==> src/rtl/ddr2_init_pkg.sv <==
package ddr2_init_pkg;

    typedef enum logic [2:0] {
        OP_NOP  = 3'd0,
        OP_PREA = 3'd1,
        OP_REF  = 3'd2,
        OP_MRS  = 3'd3,
        OP_DRV  = 3'd4,
        OP_GO   = 3'd5
    } op_e;

    typedef enum logic {
        K_CMD = 1'b0,
        K_DLY = 1'b1
    } kind_e;

    typedef enum logic [2:0] {
        AD_ZERO     = 3'd0,
        AD_MR_DLL   = 3'd1,
        AD_MR       = 3'd2,
        AD_OCD_DFLT = 3'd3,
        AD_OCD_EXIT = 3'd4
    } asel_e;

    typedef enum logic [2:0] {
        ST_IDLE = 3'd0,
        ST_DRV  = 3'd1,
        ST_CAL  = 3'd2,
        ST_PAD  = 3'd3,
        ST_CHIP = 3'd4,
        ST_GO   = 3'd5,
        ST_RDY  = 3'd6,
        ST_DONE = 3'd7
    } state_e;

    typedef struct packed {
        kind_e       kind;
        op_e         op;
        logic [1:0]  bank;
        asel_e       asel;
    } step_t;

    localparam logic [3:0] LAST_STEP    = 4'd15;
    localparam int         PAD_UNITS    = 10;
    localparam int         DLL_RST_BIT  = 8;
    localparam int         OCD_LSB      = 7;
    localparam int         CAL_DONE_BIT = 8;

    // Per-rank micro-program: index -> what to emit
    function automatic step_t chip_step(input logic [3:0] idx);
        step_t s;
        s.kind = K_CMD;
        s.op   = OP_NOP;
        s.bank = 2'd0;
        s.asel = AD_ZERO;
        case (idx)
            4'd1, 4'd7:                 s.op = OP_PREA;
            4'd2, 4'd11, 4'd13, 4'd15:  s.kind = K_DLY;
            4'd3:  begin s.op = OP_MRS; s.bank = 2'd2; end
            4'd4:  begin s.op = OP_MRS; s.bank = 2'd3; end
            4'd5:  begin s.op = OP_MRS; s.bank = 2'd1; end
            4'd6:  begin s.op = OP_MRS; s.asel = AD_MR_DLL; end
            4'd8, 4'd9:                 s.op = OP_REF;
            4'd10: begin s.op = OP_MRS; s.asel = AD_MR; end
            4'd12: begin s.op = OP_MRS; s.bank = 2'd1; s.asel = AD_OCD_DFLT; end
            4'd14: begin s.op = OP_MRS; s.bank = 2'd1; s.asel = AD_OCD_EXIT; end
            default: ;
        endcase
        return s;
    endfunction

endpackage

==> src/rtl/pad_timer.sv <==
module pad_timer #(
    parameter int DLY_W = 8,
    parameter int UNITS = 10
) (
    input  logic             clk,
    input  logic             rst,
    input  logic             load,
    input  logic [DLY_W-1:0] len,
    output logic             expired
);
    localparam int RW = (UNITS > 1) ? $clog2(UNITS) : 1;
    localparam logic [RW-1:0] REP_INIT = RW'(UNITS - 1);

    logic [DLY_W-1:0] len_q;
    logic [DLY_W-1:0] unit_q;
    logic [RW-1:0]    rep_q;
    logic             busy_q;

    always_ff @(posedge clk) begin
        if (rst) begin
            busy_q <= 1'b0;
            len_q  <= '0;
            unit_q <= '0;
            rep_q  <= '0;
        end else if (load) begin
            busy_q <= 1'b1;
            len_q  <= len;
            unit_q <= len;
            rep_q  <= REP_INIT;
        end else if (busy_q) begin
            if (unit_q == '0) begin
                if (rep_q == '0) begin
                    busy_q <= 1'b0;
                end else begin
                    rep_q  <= rep_q - RW'(1);
                    unit_q <= len_q;
                end
            end else begin
                unit_q <= unit_q - DLY_W'(1);
            end
        end
    end

    assign expired = busy_q && (unit_q == '0) && (rep_q == '0);
endmodule

==> src/rtl/init_fsm.sv <==
module init_fsm
    import ddr2_init_pkg::*;
#(
    parameter int MAX_CHIPS = 4,
    parameter int CS_W      = 2,
    parameter int AW        = 14,
    parameter int DLY_W     = 8
) (
    input  logic             clk,
    input  logic             rst,
    input  logic             start,
    input  logic [CS_W:0]    cfg_chips,
    input  logic [AW-1:0]    cfg_mr,
    input  logic [AW-1:0]    cfg_emr,
    input  logic [DLY_W-1:0] cfg_delay,
    input  logic             cfg_cal_en,
    input  logic             cal_ok,
    input  logic             mem_ready,
    input  logic             cmd_fire,
    input  logic             dly_expired,
    output state_e           state,
    output logic [3:0]       step_idx,
    output logic [CS_W-1:0]  chip,
    output logic [AW-1:0]    mr_q,
    output logic [AW-1:0]    emr_q,
    output logic             dly_load,
    output logic [DLY_W-1:0] dly_len
);
    localparam logic [CS_W:0] MAX_C = MAX_CHIPS[CS_W:0];

    state_e           nxt_state;
    logic [3:0]       nxt_idx;
    logic [CS_W-1:0]  nxt_chip;
    logic [CS_W:0]    chips_q;
    logic [CS_W:0]    chips_in;
    logic [DLY_W-1:0] dly_q;
    logic             accept_start;
    logic             last_chip;
    step_t            cur;
    step_t            nxt_step;

    assign accept_start = start && (state == ST_IDLE || state == ST_DONE);
    assign chips_in     = (cfg_chips > MAX_C) ? MAX_C : cfg_chips;
    assign last_chip    = (({1'b0, chip} + (CS_W+1)'(1)) == chips_q);
    assign cur          = chip_step(step_idx);
    assign nxt_step     = chip_step(step_idx + 4'd1);
    assign dly_len      = accept_start ? cfg_delay : dly_q;

    always_comb begin
        nxt_state = state;
        nxt_idx   = step_idx;
        nxt_chip  = chip;
        dly_load  = 1'b0;
        case (state)
            ST_IDLE, ST_DONE: begin
                if (start) begin
                    if (cfg_cal_en) begin
                        nxt_state = ST_DRV;
                    end else begin
                        nxt_state = ST_PAD;
                        dly_load  = 1'b1;
                    end
                end
            end
            ST_DRV: if (cmd_fire) nxt_state = ST_CAL;
            ST_CAL: begin
                if (cal_ok) begin
                    nxt_state = ST_PAD;
                    dly_load  = 1'b1;
                end
            end
            ST_PAD: begin
                if (dly_expired) begin
                    nxt_idx   = 4'd0;
                    nxt_chip  = '0;
                    nxt_state = (chips_q == '0) ? ST_GO : ST_CHIP;
                end
            end
            ST_CHIP: begin
                if ((cur.kind == K_CMD) ? cmd_fire : dly_expired) begin
                    if (step_idx == LAST_STEP) begin
                        nxt_idx = 4'd0;
                        if (last_chip) nxt_state = ST_GO;
                        else           nxt_chip  = chip + CS_W'(1);
                    end else begin
                        nxt_idx  = step_idx + 4'd1;
                        dly_load = (nxt_step.kind == K_DLY);
                    end
                end
            end
            ST_GO:  if (cmd_fire)  nxt_state = ST_RDY;
            ST_RDY: if (mem_ready) nxt_state = ST_DONE;
            default: nxt_state = ST_IDLE;
        endcase
    end

    always_ff @(posedge clk) begin
        if (rst) begin
            state    <= ST_IDLE;
            step_idx <= 4'd0;
            chip     <= '0;
        end else begin
            state    <= nxt_state;
            step_idx <= nxt_idx;
            chip     <= nxt_chip;
        end
    end

    always_ff @(posedge clk) begin
        if (rst) begin
            chips_q <= '0;
            mr_q    <= '0;
            emr_q   <= '0;
            dly_q   <= '0;
        end else if (accept_start) begin
            chips_q <= chips_in;
            mr_q    <= cfg_mr;
            emr_q   <= cfg_emr;
            dly_q   <= cfg_delay;
        end
    end
endmodule

==> src/rtl/cmd_encoder.sv <==
module cmd_encoder
    import ddr2_init_pkg::*;
#(
    parameter int            AW       = 14,
    parameter int            CS_W     = 2,
    parameter logic [AW-1:0] DRV_WORD = 'h198
) (
    input  state_e          state,
    input  step_t           step,
    input  logic [CS_W-1:0] chip,
    input  logic [AW-1:0]   mr,
    input  logic [AW-1:0]   emr,
    output logic            valid,
    output op_e             op,
    output logic [1:0]      bank,
    output logic [CS_W-1:0] cs,
    output logic [AW-1:0]   addr
);
    localparam logic [AW-1:0] DLL_M = {{(AW-1){1'b0}}, 1'b1} << DLL_RST_BIT;
    localparam logic [AW-1:0] OCD_M = {{(AW-3){1'b0}}, 3'b111} << OCD_LSB;

    logic [AW-1:0] word;

    always_comb begin
        case (step.asel)
            AD_MR_DLL:   word = mr | DLL_M;
            AD_MR:       word = mr & ~DLL_M;
            AD_OCD_DFLT: word = emr | OCD_M;
            AD_OCD_EXIT: word = emr & ~OCD_M;
            default:     word = '0;
        endcase
    end

    always_comb begin
        valid = 1'b0;
        op    = OP_NOP;
        bank  = 2'd0;
        cs    = '0;
        addr  = '0;
        case (state)
            ST_DRV: begin
                valid = 1'b1;
                op    = OP_DRV;
                addr  = DRV_WORD;
            end
            ST_GO: begin
                valid = 1'b1;
                op    = OP_GO;
            end
            ST_CHIP: begin
                if (step.kind == K_CMD) begin
                    valid = 1'b1;
                    op    = step.op;
                    bank  = step.bank;
                    cs    = chip;
                    addr  = word;
                end
            end
            default: ;
        endcase
    end
endmodule

==> src/rtl/ddr2_init_seq.sv <==
module ddr2_init_seq
    import ddr2_init_pkg::*;
#(
    parameter int            MAX_CHIPS   = 4,
    parameter int            AW          = 14,
    parameter int            DLY_W       = 8,
    parameter int            CAL_W       = 16,
    parameter logic [AW-1:0] DRV_DEFAULT = 'h198,
    parameter int            CS_W        = (MAX_CHIPS > 1) ? $clog2(MAX_CHIPS) : 1
) (
    input  logic             clk,
    input  logic             rst,
    input  logic             start,
    input  logic [CS_W:0]    cfg_chips,
    input  logic [AW-1:0]    cfg_mr,
    input  logic [AW-1:0]    cfg_emr,
    input  logic [DLY_W-1:0] cfg_delay,
    input  logic             cfg_cal_en,
    input  logic [CAL_W-1:0] cal_status,
    output logic             cmd_valid,
    input  logic             cmd_ready,
    output logic [CS_W-1:0]  cmd_cs,
    output logic [1:0]       cmd_bank,
    output logic [2:0]       cmd_op,
    output logic [AW-1:0]    cmd_addr,
    input  logic             mem_ready,
    output logic             done
);
    state_e           state;
    logic [3:0]       step_idx;
    logic [CS_W-1:0]  chip;
    logic [AW-1:0]    mr_q;
    logic [AW-1:0]    emr_q;
    logic             dly_load;
    logic [DLY_W-1:0] dly_len;
    logic             dly_expired;
    logic             cmd_fire;
    step_t            cur_step;
    op_e              op_enc;

    assign cur_step = chip_step(step_idx);
    assign cmd_fire = cmd_valid && cmd_ready;
    assign cmd_op   = op_enc;
    assign done     = (state == ST_DONE);

    init_fsm #(
        .MAX_CHIPS (MAX_CHIPS),
        .CS_W      (CS_W),
        .AW        (AW),
        .DLY_W     (DLY_W)
    ) u_fsm (
        .clk         (clk),
        .rst         (rst),
        .start       (start),
        .cfg_chips   (cfg_chips),
        .cfg_mr      (cfg_mr),
        .cfg_emr     (cfg_emr),
        .cfg_delay   (cfg_delay),
        .cfg_cal_en  (cfg_cal_en),
        .cal_ok      (cal_status[CAL_DONE_BIT]),
        .mem_ready   (mem_ready),
        .cmd_fire    (cmd_fire),
        .dly_expired (dly_expired),
        .state       (state),
        .step_idx    (step_idx),
        .chip        (chip),
        .mr_q        (mr_q),
        .emr_q       (emr_q),
        .dly_load    (dly_load),
        .dly_len     (dly_len)
    );

    pad_timer #(
        .DLY_W (DLY_W),
        .UNITS (PAD_UNITS)
    ) u_pad (
        .clk     (clk),
        .rst     (rst),
        .load    (dly_load),
        .len     (dly_len),
        .expired (dly_expired)
    );

    cmd_encoder #(
        .AW       (AW),
        .CS_W     (CS_W),
        .DRV_WORD (DRV_DEFAULT)
    ) u_enc (
        .state (state),
        .step  (cur_step),
        .chip  (chip),
        .mr    (mr_q),
        .emr   (emr_q),
        .valid (cmd_valid),
        .op    (op_enc),
        .bank  (cmd_bank),
        .cs    (cmd_cs),
        .addr  (cmd_addr)
    );
endmodule

==> config.mk <==
export PLATFORM = sky130hd
export DESIGN_NAME = ddr2_init_seq
export DESIGN_NICKNAME = d
export VERILOG_FILES = /design/src/rtl/ddr2_init_pkg.sv /design/src/rtl/pad_timer.sv /design/src/rtl/init_fsm.sv /design/src/rtl/cmd_encoder.sv /design/src/rtl/ddr2_init_seq.sv
export SDC_FILE = /design/constraint.sdc
export NUM_CORES = 1
export LEC_CHECK = 0
export BUFFER_PORTS_ARGS = -buffer_cell sky130_fd_sc_hd__buf_4
export CAP_MARGIN = 10
export CORE_MARGIN = 3
export CORE_UTILIZATION = 30
export DETAILED_ROUTE_END_ITERATION = 10
export PLACE_DENSITY = 0.58
export SYNTH_ARGS = -nofsm -noshare
export SYNTH_HDL_FRONTEND = slang
export SYNTH_SLANG_ARGS = --single-unit
==> constraint.sdc <==
create_clock -name clk -period 5.7 [get_ports clk]
set_input_delay 0 -clock clk [delete_from_list [all_inputs] [get_ports clk]]
set_output_delay 0 -clock clk [all_outputs]
set_load 0.01 [all_outputs]
**Word-level counts from Yosys, hierarchy flattened**

Cells that the tools add are included.
Widths: inputs -> output; s select.

- Register bits: 69
- Input port bits: 61
- Output and inout bits: 23
- Word-level logic and storage cells: 147

- $add $sub $neg: 5
- $lt $le $gt $ge: 1
- Eq/ne operators: 43
- Mux-type cells: 58
- Bitwise operators: 1
- Reduce and logical (&&, ||, !) cells: 27

Operators by type and width:

| cell | number |
|---|---|
| $pmux 14 s4 | 1 |
| $eq 4x4->1 const B | 11 |
| $mux 8 | 5 |
| $mux 3 | 10 |
| $mux 4 | 7 |
| $pmux 14 s2 | 1 |
| $pmux 3 s7 | 1 |
| $mux 2 | 10 |
| $ne 2x2->1 const B | 10 |
| $eq 4x3->1 const B | 4 |
| $eq 3x3->1 const B | 5 |
| $mux 1 | 14 |
| $mux 14 | 1 |
| $eq 3x2->1 const B | 4 |
| $eq 4x2->1 const B | 3 |
| $pmux 2 s3 | 2 |
| $pmux 3 s4 | 1 |
| $reduce_or 2->1 | 5 |
| $pmux 3 s3 | 1 |
| $reduce_and 3->1 | 3 |
| $reduce_and 9->1 | 1 |
| $logic_not 8->1 | 1 |
| $pmux 4 s2 | 1 |
| $reduce_or 4->1 | 2 |
| other kinds (24) | 31 |

**Logic depth before layout (Yosys ltp)**

- Depth in word-level cells: 11
- Gate-level depth with buffers: 10
- Mapped depth without buffers: 7

**Modules after synthesis**

A second synthesis with hierarchy kept.

- Cell total of the unflattened synthesis: 522
- Area, all modules: 4130.2 um^2

Modules (own cells, without submodules):

| module | instances | cells an instance | area each (um^2) | sequential area each (um^2) |
|---|---|---|---|---|
| init_fsm | 1 | 281 | 2192.1 | 960.9 |
| pad_timer | 1 | 137 | 1161.1 | 420.4 |
| cmd_encoder | 1 | 74 | 583.1 | 0.0 |
| ddr2_init_seq | 1 | 30 | 193.9 | 0.0 |

**Worst setup path after synthesis**

OpenSTA, ideal clock, no wires.

- Path type: register to register
- Start point: register u_fsm.step_idx[0]
- End point: register u_pad.busy_q
- Setup time: 0.136 ns
- Arrival: 2.089 ns
- Data required time: 5.564 ns
- Slack: 3.475 ns
- Stages on the path, launching flop included: 10
- Buffers on the path: 2
- Clock period less this slack: 2.225 ns
- Cell sequence: dfxtp_1 > inv_1 > ha_1 > buf_2 > nor2b_1 > a22oi_4 > mux2i_4 > a31oi_2 > buf_2 > a21oi_1

- Word-level cells in the longest chain between the ends: 10
- Elaborated cells between the ends (all ways): 21
- Classes of those cells: add/sub: 1; eq/ne: 8; mux: 9; reduce/logical: 3

Ends and longest elaborated chain:

| what | RTL line | text |
|---|---|---|
| start: declaration | init_fsm.sv:22 | `output logic [3:0] step_idx,` |
| start signal: assignment | init_fsm.sv:104 | `step_idx <= nxt_idx;` |
| branches (longest 7 deep; another with $add 4x1->4) | - |  |
| $mux 1 * | init_fsm.sv:80 | `if ((cur.kind == K_CMD) ? cmd_fire : dly_expired) begin` |
| $pmux 1 s3 * | init_fsm.sv:54 | `case (state)` |
| $mux 1 * | pad_timer.sv:25 | `end else if (load) begin` |
| end signal: assignment | pad_timer.sv:21 | `busy_q <= 1'b0;` |
| end signal: assignment | pad_timer.sv:26 | `busy_q <= 1'b1;` |
| end signal: assignment | pad_timer.sv:33 | `busy_q <= 1'b0;` |
| end: declaration | pad_timer.sv:17 | `logic busy_q;` |

Mark *: on every way between the ends.
A chain may end at the register's enable or synchronous reset.

**Worst setup path in the final report**

- Start point: register u_fsm.state[2]
- End point: output port cmd_addr[8]

- Word-level cells in the longest chain between the ends: 2
- Elaborated cells between the ends (all ways): 3
- Classes of those cells: eq/ne: 2; mux: 1

Ends and longest elaborated chain:

| what | RTL line | text |
|---|---|---|
| start: declaration | init_fsm.sv:21 | `output state_e state,` |
| start signal: assignment | init_fsm.sv:103 | `state <= nxt_state;` |
| $eq 3x3->1 / $eq 3x1->1 (equally long branches) | cmd_encoder.sv:40 | `case (state)` |
| $pmux 14 s2 * | cmd_encoder.sv:40 |  |
| end: declaration | ddr2_init_seq.sv:25 | `output logic [AW-1:0] cmd_addr,` |

Mark *: on every way between the ends. The rest lies on a longest branch, timed or not.

==> impl_summary.txt <==
----------------------------------------------------
[Synthesis]
  Share of synthesized area occupied by flip-flops and latches ... 0.366
  Average instance area after synthesis ... 8.00 µm²
  Post-synthesis compound-gate area fraction ... 0.239
  Netlist area before placement ... ~3600 µm²
  Synth Area in Simple Gates ... 0.218
  Synth Flop Type ... sky130_fd_sc_hd__dfxtp_1
  Synthesized netlist net count ... roughly 510
  Count of flip-flops with a built-in enable after synthesis ... 0
  Adder and majority cell fraction of the synthesized area ... 0.0345
  Multiplexer share of the synthesized area ... 0.0440
  Synthesis warning total ... 0
  Xor and xnor area share after synthesis ... 0.0222
  Largest family of logic cells by synthesized area ... compound AO/OA/AOI/OAI gates
  Ys async rst share ... 0
  Number of cells produced by synthesis ... 444
  Number of register bits inferred by synthesis ... 65
  Number of different library cells in the post-synthesis netlist ... 62

[Layout]
  Growth of design area from synthesis to finish ... 30.8%
  Design area ... 4650 µm²
  Number of nets in the finished design ... a little under 600
  Fraction of final layout cells sized beyond drive strength 1 ... 0.201
  Number of inserted diodes ... 0
  Fill cell total of the finished layout ... ~1.2k
  Share of the core filled with cells in the final layout ... 0.404
  Post-Layout Cell Count ... 666

[Drt]
  Drt first pass iters ... 5
  Remaining routing DRC violations ... 0
  Final wirelength ... between 9000 and 10000 µm
  Drt initial violations ... 157
  DR WL/cell ... 14.5 µm
  Via count of the routed design ... ~3.4k
  Number of nets still failing antenna checks after routing ... 0
  Vias/cell ... slightly above 5

[Setup path]
  CP Data Required Time ... 5.70 ns
  Startpoint Class ... flip-flop
  Crit path depth ... 4
  Type of the worst setup path ... flip-flop to output port
  Max stage delay cell, worst path ... sky130_fd_sc_hd__dfxtp_1
  Worst path top cell family by delay ... simple AND/OR/NAND/NOR gates
  Worst path arrival time ... just under 3 ns
  Kind of end point of the critical path ... output port
  Delay of the slowest critical-path stage ... about 0.75 ns
  Critical path fanouts, max ... 20
  R2R Path Start ... u_fsm.step_idx[0]
  Setup slack, reg-to-reg ... approximately 2.8 ns
  Sequence of cells on the critical path ... nor3b_2, nand2_1, o32ai_1, buf_4
  Worst flop-to-flop path endpoint ... u_pad.unit_q[1]
  Worst R2R Path Depth ... 7
  Number of buffer and inverter stages on the critical path ... 1

[Global route]
  Largest net degree at the start of global routing ... 49
  Overall routing resource usage ... 0.149
  Via count of the first global-routing pass ... 3289
  Number of antenna violations at the first check in global routing ... 0
  GR Overflow Total ... 0
  First-pass GRT wire length ... 16100 µm

[Timing]
  Unrepaired setup endpoints after global routing ... no
  Clock period minus final worst setup slack ... approximately 3.0 ns
  Fmax ... 337 MHz
  Share of the clock period used by the worst path ... 0.521
  Relative slew slack ... 0.239
  Number of setup violations in the final report ... 0
  Count of final hold-check violations ... 0
  Clock Skews ... 0.00630 ns
  Total negative slack for setup checks ... 0 ns
  Actual slew at the worst max-slew pin ... 1.14 ns
  Slew Limit Fails ... 0

[Power]
  Static Leak ... around 1.8 nW
  Peak ir drop on the vdd network ... 0.000252 V
  Power per cell area ... roughly 430 nW/µm²
  Power Total ... 2.01 mW

[Clock network]
  Clock tree from TritonCTS ... done
  Post-CTS clock slew at the launch and capture registers of the worst setup and hold paths ... 0.05 ns
  Number of H-tree levels ... 3
  Setup bufs post-CTS ... 0
  CTS-repair resized insts ... 0
  Latest clock arrival within the worst-skew pair ... between 0.3 and 0.4 ns
  Number of clock sinks seen by CTS ... 65
  Root Buffer Master ... sky130_fd_sc_hd__clkbuf_16
  Number of buffers added by the clock tree synthesis step ... 9
  Number of hold-repair buffers added at the cts stage ... 28
  Maximum clock insertion buffer count ... 2

[Placement]
  Count of placed standard cells including taps ... approximately 620
  Placed wire-length estimate after detailed placement ... between 6000 and 7000 µm
  Routability cong. ... roughly 0.85
  I/O Buffers ... 64
  Placed inst area ... 4080 µm²

[Die]
  Number of placement rows ... 39
  Total I/O pin count ... 84
  Vertical die dimension ... approximately 110 µm
  Chip Width ... 115 µm
  Full die area ... approximately 13000 µm²
  Core box area ... roughly 12000 µm²
  Starting utilization of the core area ... 0.308

[Hold path]
  Number of cells traversed by the worst hold path ... 4
  Endpoint with the worst hold slack ... u_fsm.dly_q[2]
  HP Start ... cfg_delay[2]
  Hold Crit Class ... input pin to flip-flop

[Run]
  Reported max-cap violation count ... 0

[Outcome]
  Status ... finished, final reports clean

----------------------------------------------------
[per-stage QoR]
stage / worst slack, ns / hold slack [ns]
CTS: 2.80 / 0.106
floorplan: 3.48 / 0.136
global route: 2.49 / 0.120
global placement: 2.94 / 0.249
finish: 2.73 / 0.113
detailed placement: 2.84 / 0.262
[worst register-to-register path: stages, from the launching register on]
cell,delay (ns)
sky130_fd_sc_hd__dfxtp_1,0.35
sky130_fd_sc_hd__inv_1,0.14
sky130_fd_sc_hd__ha_1,0.35
sky130_fd_sc_hd__nor2b_1,0.39
sky130_fd_sc_hd__a22oi_4,0.13
sky130_fd_sc_hd__mux2i_4,0.28
sky130_fd_sc_hd__a31oi_2,0.85
sky130_fd_sc_hd__o22ai_1,0.22
[per-layer routing]
metal | vias up | global-route usage | part of all wire
met5 | - | 0 | 0
met2 | 83 | 0.246 | 0.49
met1 | 1605 | 0.192 | 0.46
met4 | 0 | 0.0509 | 0.014
li1 | 1728 | - | -
met3 | 12 | 0.0347 | 0.041
[Yosys cell counts, types with 2 or more instances]
| cell type | count | share of area |
|---|---|---|
| sky130_fd_sc_hd__nor3b_1 | 3 | 0.0063 |
| sky130_fd_sc_hd__o21a_1 | 3 | 0.0063 |
| sky130_fd_sc_hd__a221o_1 | 3 | 0.0085 |
| sky130_fd_sc_hd__nor2b_1 | 3 | 0.0053 |
| sky130_fd_sc_hd__nand2_1 | 59 | 0.062 |
| sky130_fd_sc_hd__buf_6 | 3 | 0.0095 |
| sky130_fd_sc_hd__mux2i_1 | 10 | 0.028 |
| sky130_fd_sc_hd__and3_1 | 5 | 0.0088 |
| sky130_fd_sc_hd__nor3_1 | 9 | 0.013 |
| sky130_fd_sc_hd__and2_1 | 2 | 0.0035 |
| sky130_fd_sc_hd__or3_1 | 3 | 0.0053 |
| sky130_fd_sc_hd__o2111ai_1 | 2 | 0.0049 |
| sky130_fd_sc_hd__nand3_1 | 7 | 0.0099 |
| sky130_fd_sc_hd__buf_1 | 2 | 0.0021 |
| sky130_fd_sc_hd__dfxtp_1 | 65 | 0.37 |
| sky130_fd_sc_hd__nand3b_1 | 3 | 0.0063 |
| sky130_fd_sc_hd__o32ai_1 | 2 | 0.0049 |
| sky130_fd_sc_hd__xor2_1 | 7 | 0.017 |
| sky130_fd_sc_hd__nand2b_1 | 2 | 0.0035 |
| sky130_fd_sc_hd__inv_1 | 33 | 0.035 |
| sky130_fd_sc_hd__buf_2 | 9 | 0.013 |
| sky130_fd_sc_hd__o22ai_1 | 23 | 0.041 |
| sky130_fd_sc_hd__nor4_1 | 5 | 0.0088 |
| sky130_fd_sc_hd__nor3b_2 | 2 | 0.0070 |
| sky130_fd_sc_hd__or3b_2 | 2 | 0.0049 |
| sky130_fd_sc_hd__nor2_1 | 28 | 0.030 |
| sky130_fd_sc_hd__o21ai_0 | 8 | 0.011 |
| sky130_fd_sc_hd__a211oi_1 | 2 | 0.0042 |
| sky130_fd_sc_hd__a21oi_1 | 55 | 0.077 |
| sky130_fd_sc_hd__o211ai_1 | 5 | 0.011 |
| sky130_fd_sc_hd__a22oi_1 | 11 | 0.023 |
| sky130_fd_sc_hd__xnor2_1 | 2 | 0.0049 |
| sky130_fd_sc_hd__or2_2 | 10 | 0.018 |
| sky130_fd_sc_hd__ha_1 | 9 | 0.032 |
| sky130_fd_sc_hd__nor4b_2 | 2 | 0.0085 |
| sky130_fd_sc_hd__mux2_2 | 3 | 0.0095 |
| sky130_fd_sc_hd__o221ai_1 | 2 | 0.0049 |
| sky130_fd_sc_hd__clkbuf_1 | 16 | 0.017 |
[flip-flops by register name, summed over array words and instances (netlist names)]
register,count
u_fsm.dly_q,8
u_fsm.chip,2
u_pad.busy_q,1
u_fsm.chips_q,3
u_pad.unit_q,8
u_pad.len_q,8
u_fsm.mr_q,13
u_pad.rep_q,4
u_fsm.state,3
u_fsm.emr_q,11
u_fsm.step_idx,4
[worst max-delay path by stage]
| stage | slack [ns] | start | to |
|---|---|---|---|
| final | 2.73 | u_fsm.state[2] | cmd_addr[8] |
| after floorplan | 3.48 | u_fsm.step_idx[0] | u_pad.busy_q |
| after global routing | 2.49 | u_fsm.state[2] | cmd_addr[8] |
| after detailed placement | 2.84 | u_fsm.step_idx[0] | u_pad.unit_q[1] |
| after global placement | 2.94 | u_fsm.step_idx[0] | u_pad.unit_q[2] |
| after CTS | 2.80 | u_fsm.state[2] | cmd_addr[8] |
[cells in the final DEF (no fill, tap or decap), types with 10 or more instances in the layout]
cell type and count:
sky130_fd_sc_hd__a21oi_1 55, sky130_fd_sc_hd__a22oi_1 11, sky130_fd_sc_hd__buf_4 65, sky130_fd_sc_hd__dfxtp_1 65, sky130_fd_sc_hd__dlygate4sd3_1 28, sky130_fd_sc_hd__inv_1 33
sky130_fd_sc_hd__mux2i_1 10, sky130_fd_sc_hd__nand2_1 59, sky130_fd_sc_hd__nor2_1 28, sky130_fd_sc_hd__o22ai_1 23, sky130_fd_sc_hd__or2_2 10
[layout make-up]
type	count	area, µm²	area share
Multi-Input combinational cell	316	1980	0.427
Sequential cell	65	1300	0.280
Timing Repair Buffer	93	768	0.165
Clock buffer	13	250	0.0539
Tap cell	143	179	0.0385
Inverter	33	124	0.0267
Clock inverter	3	40.0	0.00862
[logic make-up after synthesis]
group,Yosys count
AOI/OAI and AO/OA,131
xor gates and xnor gates,9
adders and majority gates,10
buffers and inverters,63
DFF,65
muxes,14
and+or+nand+nor,152
[where the power goes]
part / total (mW) / internal [mW] / switching (mW)
Sequential: 0.653 / 0.552 / 0.100
Combinational: 0.825 / 0.344 / 0.481
Clock: 0.531 / 0.349 / 0.182
Note: power is estimated with default switching activity, not from simulation.
